[config.mk]
export PLATFORM = sky130hd
export DESIGN_NAME = lsm_seq
export DESIGN_NICKNAME = d
export VERILOG_FILES = /design/src/rtl/lsm_pkg.sv /design/src/rtl/lsm_lowest.sv /design/src/rtl/lsm_popcnt.sv /design/src/rtl/lsm_seq.sv
export SDC_FILE = /design/constraint.sdc
export NUM_CORES = 1
export LEC_CHECK = 0
export BUFFER_PORTS_ARGS = -buffer_cell sky130_fd_sc_hd__buf_2
export CAP_MARGIN = 20
export CORE_ASPECT_RATIO = 1.75
export CORE_MARGIN = 3
export CORE_UTILIZATION = 54
export CTS_CLUSTER_SIZE = 8
export DETAILED_ROUTE_END_ITERATION = 7
export PLACE_DENSITY = 0.82
export SLEW_MARGIN = 20
export SYNTH_ARGS = -nofsm -noshare
export SYNTH_HDL_FRONTEND = slang
export SYNTH_SLANG_ARGS = --single-unit
[constraint.sdc]
create_clock -name clk -period 2.6 [get_ports clk]
set_input_delay 0.26 -clock clk [delete_from_list [all_inputs] [get_ports clk]]
set_output_delay 0.26 -clock clk [all_outputs]
set_load 0.02 [all_outputs]
[src/rtl/lsm_pkg.sv]
package lsm_pkg;
    typedef enum logic [2:0] {
        ST_IDLE  = 3'd0,
        ST_SCAN  = 3'd1,
        ST_XFER  = 3'd2,
        ST_WBACK = 3'd3,
        ST_FIN   = 3'd4
    } lsm_state_e;
endpackage

[src/rtl/lsm_lowest.sv]
module lsm_lowest #(
    parameter int W  = 8,
    parameter int IW = $clog2(W)
) (
    input  logic [W-1:0]  vec_i,
    output logic [IW-1:0] idx_o,
    output logic          any_o
);
    // Highest-to-lowest scan so the lowest set bit wins.
    always_comb begin
        idx_o = '0;
        any_o = |vec_i;
        for (int i = W - 1; i >= 0; i--) begin
            if (vec_i[i]) idx_o = IW'(i);
        end
    end
endmodule

[src/rtl/lsm_popcnt.sv]
module lsm_popcnt #(
    parameter int W  = 8,
    parameter int CW = $clog2(W + 1)
) (
    input  logic [W-1:0]  vec_i,
    output logic [CW-1:0] cnt_o
);
    always_comb begin
        cnt_o = '0;
        for (int i = 0; i < W; i++) cnt_o = cnt_o + CW'(vec_i[i]);
    end
endmodule

[src/rtl/lsm_seq.sv]
module lsm_seq #(
    parameter int DATA_W    = 32,
    parameter int LIST_W    = 8,
    parameter int RIDX_W    = 4,
    parameter int INSTR_W   = 16,
    parameter int PC_IDX    = 15,
    parameter int WORD_STEP = 4,
    parameter int EMPTY_ADV = 64,
    parameter int PC_ADJ    = 2
) (
    input  logic               clk,
    input  logic               rst_n,
    input  logic               start_i,
    input  logic [INSTR_W-1:0] instr_i,
    output logic               busy_o,
    output logic               done_o,
    output logic [RIDX_W-1:0]  rf_rd_idx_o,
    input  logic [DATA_W-1:0]  rf_rd_data_i,
    output logic               rf_wr_en_o,
    output logic [RIDX_W-1:0]  rf_wr_idx_o,
    output logic [DATA_W-1:0]  rf_wr_data_o,
    output logic               mem_req_o,
    output logic               mem_we_o,
    output logic [DATA_W-1:0]  mem_addr_o,
    output logic [DATA_W-1:0]  mem_wdata_o,
    input  logic [DATA_W-1:0]  mem_rdata_i,
    input  logic               mem_ready_i
);
    import lsm_pkg::*;

    localparam int BASE_W   = $clog2(LIST_W);
    localparam int CNT_W    = $clog2(LIST_W + 1);
    localparam int LOAD_POS = LIST_W + BASE_W;

    lsm_state_e state_q, state_d;

    logic              load_q;
    logic              empty_q;
    logic [BASE_W-1:0] base_idx_q;
    logic [BASE_W-1:0] first_idx_q;
    logic [LIST_W-1:0] pend_q;
    logic [RIDX_W-1:0] cur_idx_q;
    logic [DATA_W-1:0] addr_q;
    logic [DATA_W-1:0] final_q;

    // Instruction field split
    logic [LIST_W-1:0] in_list;
    logic [BASE_W-1:0] in_base;
    logic              in_load;
    assign in_list = instr_i[LIST_W-1:0];
    assign in_base = instr_i[LIST_W +: BASE_W];
    assign in_load = instr_i[LOAD_POS];

    // Lowest-bit finders: one on the incoming list, one on the pending set
    logic [LIST_W-1:0] scan_vec [2];
    logic [BASE_W-1:0] scan_idx [2];
    logic              scan_any [2];
    assign scan_vec[0] = in_list;
    assign scan_vec[1] = pend_q;

    for (genvar g = 0; g < 2; g++) begin : g_find
        lsm_lowest #(.W(LIST_W), .IW(BASE_W)) u_low (
            .vec_i (scan_vec[g]),
            .idx_o (scan_idx[g]),
            .any_o (scan_any[g])
        );
    end

    logic [CNT_W-1:0] in_cnt;
    lsm_popcnt #(.W(LIST_W), .CW(CNT_W)) u_cnt (
        .vec_i (in_list),
        .cnt_o (in_cnt)
    );

    logic [LIST_W-1:0] cur_mask;
    assign cur_mask = LIST_W'(1) << cur_idx_q;

    // Next-state logic
    always_comb begin
        state_d = state_q;
        unique case (state_q)
            ST_IDLE:  if (start_i) state_d = (in_list == '0) ? ST_XFER : ST_SCAN;
            ST_SCAN:  state_d = scan_any[1] ? ST_XFER : ST_WBACK;
            ST_XFER:  if (mem_ready_i) state_d = ST_SCAN;
            ST_WBACK: state_d = ST_FIN;
            ST_FIN:   state_d = ST_IDLE;
            default:  state_d = ST_IDLE;
        endcase
    end

    // State register
    always_ff @(posedge clk or negedge rst_n) begin
        if (!rst_n) state_q <= ST_IDLE;
        else        state_q <= state_d;
    end

    // Datapath registers
    always_ff @(posedge clk or negedge rst_n) begin
        if (!rst_n) begin
            load_q      <= 1'b0;
            empty_q     <= 1'b0;
            base_idx_q  <= '0;
            first_idx_q <= '0;
            pend_q      <= '0;
            cur_idx_q   <= '0;
            addr_q      <= '0;
            final_q     <= '0;
        end else begin
            unique case (state_q)
                ST_IDLE: if (start_i) begin
                    load_q      <= in_load;
                    empty_q     <= (in_list == '0);
                    base_idx_q  <= in_base;
                    first_idx_q <= scan_idx[0];
                    pend_q      <= in_list;
                    cur_idx_q   <= RIDX_W'(PC_IDX);
                    addr_q      <= rf_rd_data_i;
                    final_q     <= rf_rd_data_i + ((in_list == '0) ? DATA_W'(EMPTY_ADV)
                                                 : DATA_W'(in_cnt) * DATA_W'(WORD_STEP));
                end
                ST_SCAN: if (scan_any[1]) cur_idx_q <= RIDX_W'(scan_idx[1]);
                ST_XFER: if (mem_ready_i) begin
                    pend_q <= pend_q & ~cur_mask;
                    addr_q <= addr_q + DATA_W'(WORD_STEP);
                end
                default: ;
            endcase
        end
    end

    // Outputs
    logic store_final;
    assign store_final = (cur_idx_q == RIDX_W'(base_idx_q)) && (base_idx_q != first_idx_q);

    always_comb begin
        busy_o       = (state_q != ST_IDLE);
        done_o       = 1'b0;
        rf_rd_idx_o  = cur_idx_q;
        rf_wr_en_o   = 1'b0;
        rf_wr_idx_o  = cur_idx_q;
        rf_wr_data_o = mem_rdata_i;
        mem_req_o    = 1'b0;
        mem_we_o     = 1'b0;
        mem_addr_o   = addr_q;
        mem_wdata_o  = rf_rd_data_i;
        unique case (state_q)
            ST_IDLE: rf_rd_idx_o = RIDX_W'(in_base);
            ST_SCAN: ;
            ST_XFER: begin
                mem_req_o  = 1'b1;
                mem_we_o   = !load_q;
                rf_wr_en_o = load_q && mem_ready_i;
                if (empty_q)          mem_wdata_o = rf_rd_data_i + DATA_W'(PC_ADJ);
                else if (store_final) mem_wdata_o = final_q;
            end
            ST_WBACK: begin
                rf_wr_en_o   = 1'b1;
                rf_wr_idx_o  = RIDX_W'(base_idx_q);
                rf_wr_data_o = final_q;
            end
            ST_FIN:  done_o = 1'b1;
            default: ;
        endcase
    end

    // Assertions
    assert_req_hold_R10: assert property (@(posedge clk) disable iff (!rst_n)
        (mem_req_o && !mem_ready_i) |=> (mem_req_o && $stable(mem_addr_o) && $stable(mem_we_o)));

    assert_done_single_R11: assert property (@(posedge clk) disable iff (!rst_n)
        done_o |=> !done_o);

    assert_done_after_wb_R11: assert property (@(posedge clk) disable iff (!rst_n)
        done_o |-> $past(rf_wr_en_o));

    assert_store_no_rfwr_R4: assert property (@(posedge clk) disable iff (!rst_n)
        (mem_req_o && mem_we_o) |-> !rf_wr_en_o);

    assert_idle_quiet_R13: assert property (@(posedge clk) disable iff (!rst_n)
        !busy_o |-> (!mem_req_o && !rf_wr_en_o && !done_o));
endmodule

==> metrics.yaml <==
status: "complete, but fails checks"
violations: "setup timing"
finalWorstSetupSlack_ns: -1.453
crit_top_cell: "fa_2"
timing.final.crit_share_pct: 155.9
first_pass_iters: 7
yosysUniqueCellTypes: 75
cts_root_buf: "clkbuf_16"
gr-total-overflow: 0
rsz0062_at_grt: "yes"
crit_arrival_ns: 4.26
slew-limit-headroom_pct: 53.15
cp-start-kind: "input pin"
place.gp.congestion: 0.9971
maxCapViolCount: 0
wl_um: 29530
wl_per_cell_um: 21.78
pin_count: 193
synth_edf_count: 0
cts_buffer_depth: 2
synth_top_area_share_pct: 31.52
grt_pass1_vias: 8341
cts-buffers-inserted: 9
slowest_delay_ns: 0.51
vias_per_cell: 6.606
die_x_um: 91.50
crit_family: "adder cells"
antenna_cells: 0
cp_max_fo: 4
async_flop_share_pct: 100.0
drtAntennaViolNets: 0
setup_tns_ns: -37.56
layout-drive-gt1-share_pct: 35.94
synthTopCellsByArea: "dfrtp_1 32%, nand2_1 12%, o21ai_0 5.5%"
initial_core_util_pct: 55.27
cts.sinks: 87
finClkSkew_ns: 0.006631
grt_pass1_wl_um: 42270
yosysWarningCount: 0
io_buffer_count: 188
synth_seq_cells: 87
final_util_pct: 78.13
drc: 0
synth.most_common_cell: "nand2_1"
total_leakage_power_uw: 0.004355
crit_buf_inv: 5
cts_tree: "yes"
hpwl_um: 19940
holdWs_ns: 0.1133
synthCells: 937
synth_nets: 1037
fmax_mhz: 246.8
tightest_slew_ns: 0.7007
powerDensity_mw_per_mm2: 954.7
fp-row-count: 54
crit_path_cell_trace: "buf_12 > inv_12 > ha_4 > inv_2 > fa_1 > fa_1 > fa_2 > fa_2 > or2_4 > fa_2 > nor2b_4 > o2111ai_4 > buf_2 > buf_4 > a21oi_1 > xnor2_1 > o21ai_0"
crit_type: "input pin to flip-flop"
htree_levels: 3
critPathRequiredTime_ns: 2.81
fin_nets: 1283
clkLatencyLatePin_ns: 0.35
dpl_cell_area_mm2: 0.008637
grt_max_degree: 55
area_growth_syn_to_layout_pct: 41.37
hp-class: "input pin to flip-flop"
fin_crit_ns: 4.053
antenna_found_initial: 0
syn_area_mm2: 0.006908
dr_total_vias: 8958
hold_violations: 0
synth_largest_area_cell: "dfrtp_1"
maxSlewViolCount: 0
die_area_mm2: 0.01424
grt_usage_pct: 37.19
worstSetupEndpointType: "flip-flop"
syn_area_per_cell_um2: 7.372
synthTopCellsByCount: "217 x nand2_1, 87 x dfrtp_1, 76 x o21ai_0"
peakVddDrop_mv: 0.6833
setup_viol: 58
drt-initial-drc-count: 1015
die_h_um: 155.6
seq_area_frac_synth_pct: 31.52
core_area_mm2: 0.01250
stdcell_area_mm2: 0.009766
clk_pin_slew_ns: 0.07
dpl_worst_slack_ns: -1.770
slowest_stage: "fa_1"
synthFlopType: "dfrtp_1"
per-layer routing:
layer	wire length, µm	share of wire [%]	track usage, %	vias up
li1	-	-	-	3869
met1	9554	32	40.84	4087
met3	2967	10	5.695	238
met2	14410	49	63.93	764
met5	0	0	0	-
met4	2603	8.8	28.20	0
worst register-to-register path: cells and delay by family (launching register included):
kind             cells  cell delay (ns)
flip-flops           1             0.47
AND/OR/NAND/NOR      4             1.39
AO/OA/AOI/OAI        1             0.29
area by class of cell:
class                      instances  area [µm²]
clock buffer                      12       256.5
clock inverter                     4       30.03
fill                             872        2734
inverter                          34       151.4
multi-input combinational        746        4878
sequential                        87        2185
tap                              168       210.2
timing repair buffer             305        2054
flip-flops by register name, summed over array words and instances, names as in the netlist:
name / flops
base_idx_q: 3
final_q: 32
state_q: 3
pend_q: 8
load_q: 1
first_idx_q: 3
empty_q: 1
mem_addr_o: 32
cur_idx_q: 4
worst paths after layout:
| check | start | slack [ns] | end | depth (start not counted) |
|---|---|---|---|---|
| setup / recovery | instr_i[1] | -1.45 | final_q[10] | 17 |
| hold / removal | instr_i[8] | 0.11 | base_idx_q[0] | 3 |
| setup reg to reg | mem_addr_o[10] | 0.34 | mem_addr_o[29] | 5 |
| hold reg to reg | mem_addr_o[0] | 0.50 | mem_addr_o[0] | 2 |
| max in group asynchronous | rst_n | 1.47 | cur_idx_q[0] | 3 |
| min in group asynchronous | rst_n | 0.43 | final_q[14] | 2 |
where the power goes:
part	switching, µW	leakage [µW]	internal (µW)
Sequential	781	0.00104	2010
Combinational	3270	0.00318	1990
Clock	576	0.000127	701
metrics by stage:
stage | std cells | total power [µW]
floorplan | 937 | 5559
global placement | 1313 | 7119
detailed placement | 1313 | 7240
CTS | 1344 | 8740
global route | 1356 | 9850
finish | 1356 | 9323
timing repair:
| action | 4_1_cts | 5_1_grt |
|---|---|---|
| hold buffers | 1 | 0 |
| endpoints found under the hold margin | 33 | 0 |
| buffers inserted | 11 | 13 |
| resized for setup | 58 | 111 |
| setup endpoints to repair | 81 | 60 |
| gates cloned | 3 | 2 |
| pin swaps | 12 | 53 |
cell families after synthesis:
kind of cell / Yosys count / synth area share (%)
mux: 20 / 3.043
compound gates: 259 / 23.91
flops: 87 / 31.52
fa+ha+maj: 16 / 3.441
buf+inv: 104 / 6.032
xor+xnor: 27 / 3.423
simple gates: 424 / 28.64
layout by cell type (no fill, tap or decap), types with 7 or more instances in the layout:
cell type,Yosys,routed
o22ai_1,16,10
mux2_2,8,8
ha_1,11,9
clkbuf_16,0,9
inv_1,32,28
xnor2_1,12,10
a21oi_2,0,13
o21ai_0,76,51
buf_6,0,20
mux2i_1,12,12
o211ai_1,13,13
o31ai_1,11,10
or3_1,9,9
buf_2,16,161
nor4_1,12,12
buf_4,1,115
nand2_1,217,213
dfrtp_1,87,81
nand4_1,21,21
nor2_1,60,58
and4_1,7,7
o21ai_1,1,21
nor3_1,17,16
a21oi_1,63,49
and3_1,11,11
a31oi_1,8,8
xor2_1,15,9
nand3_1,33,32
(Power assumes the default switching activity.)
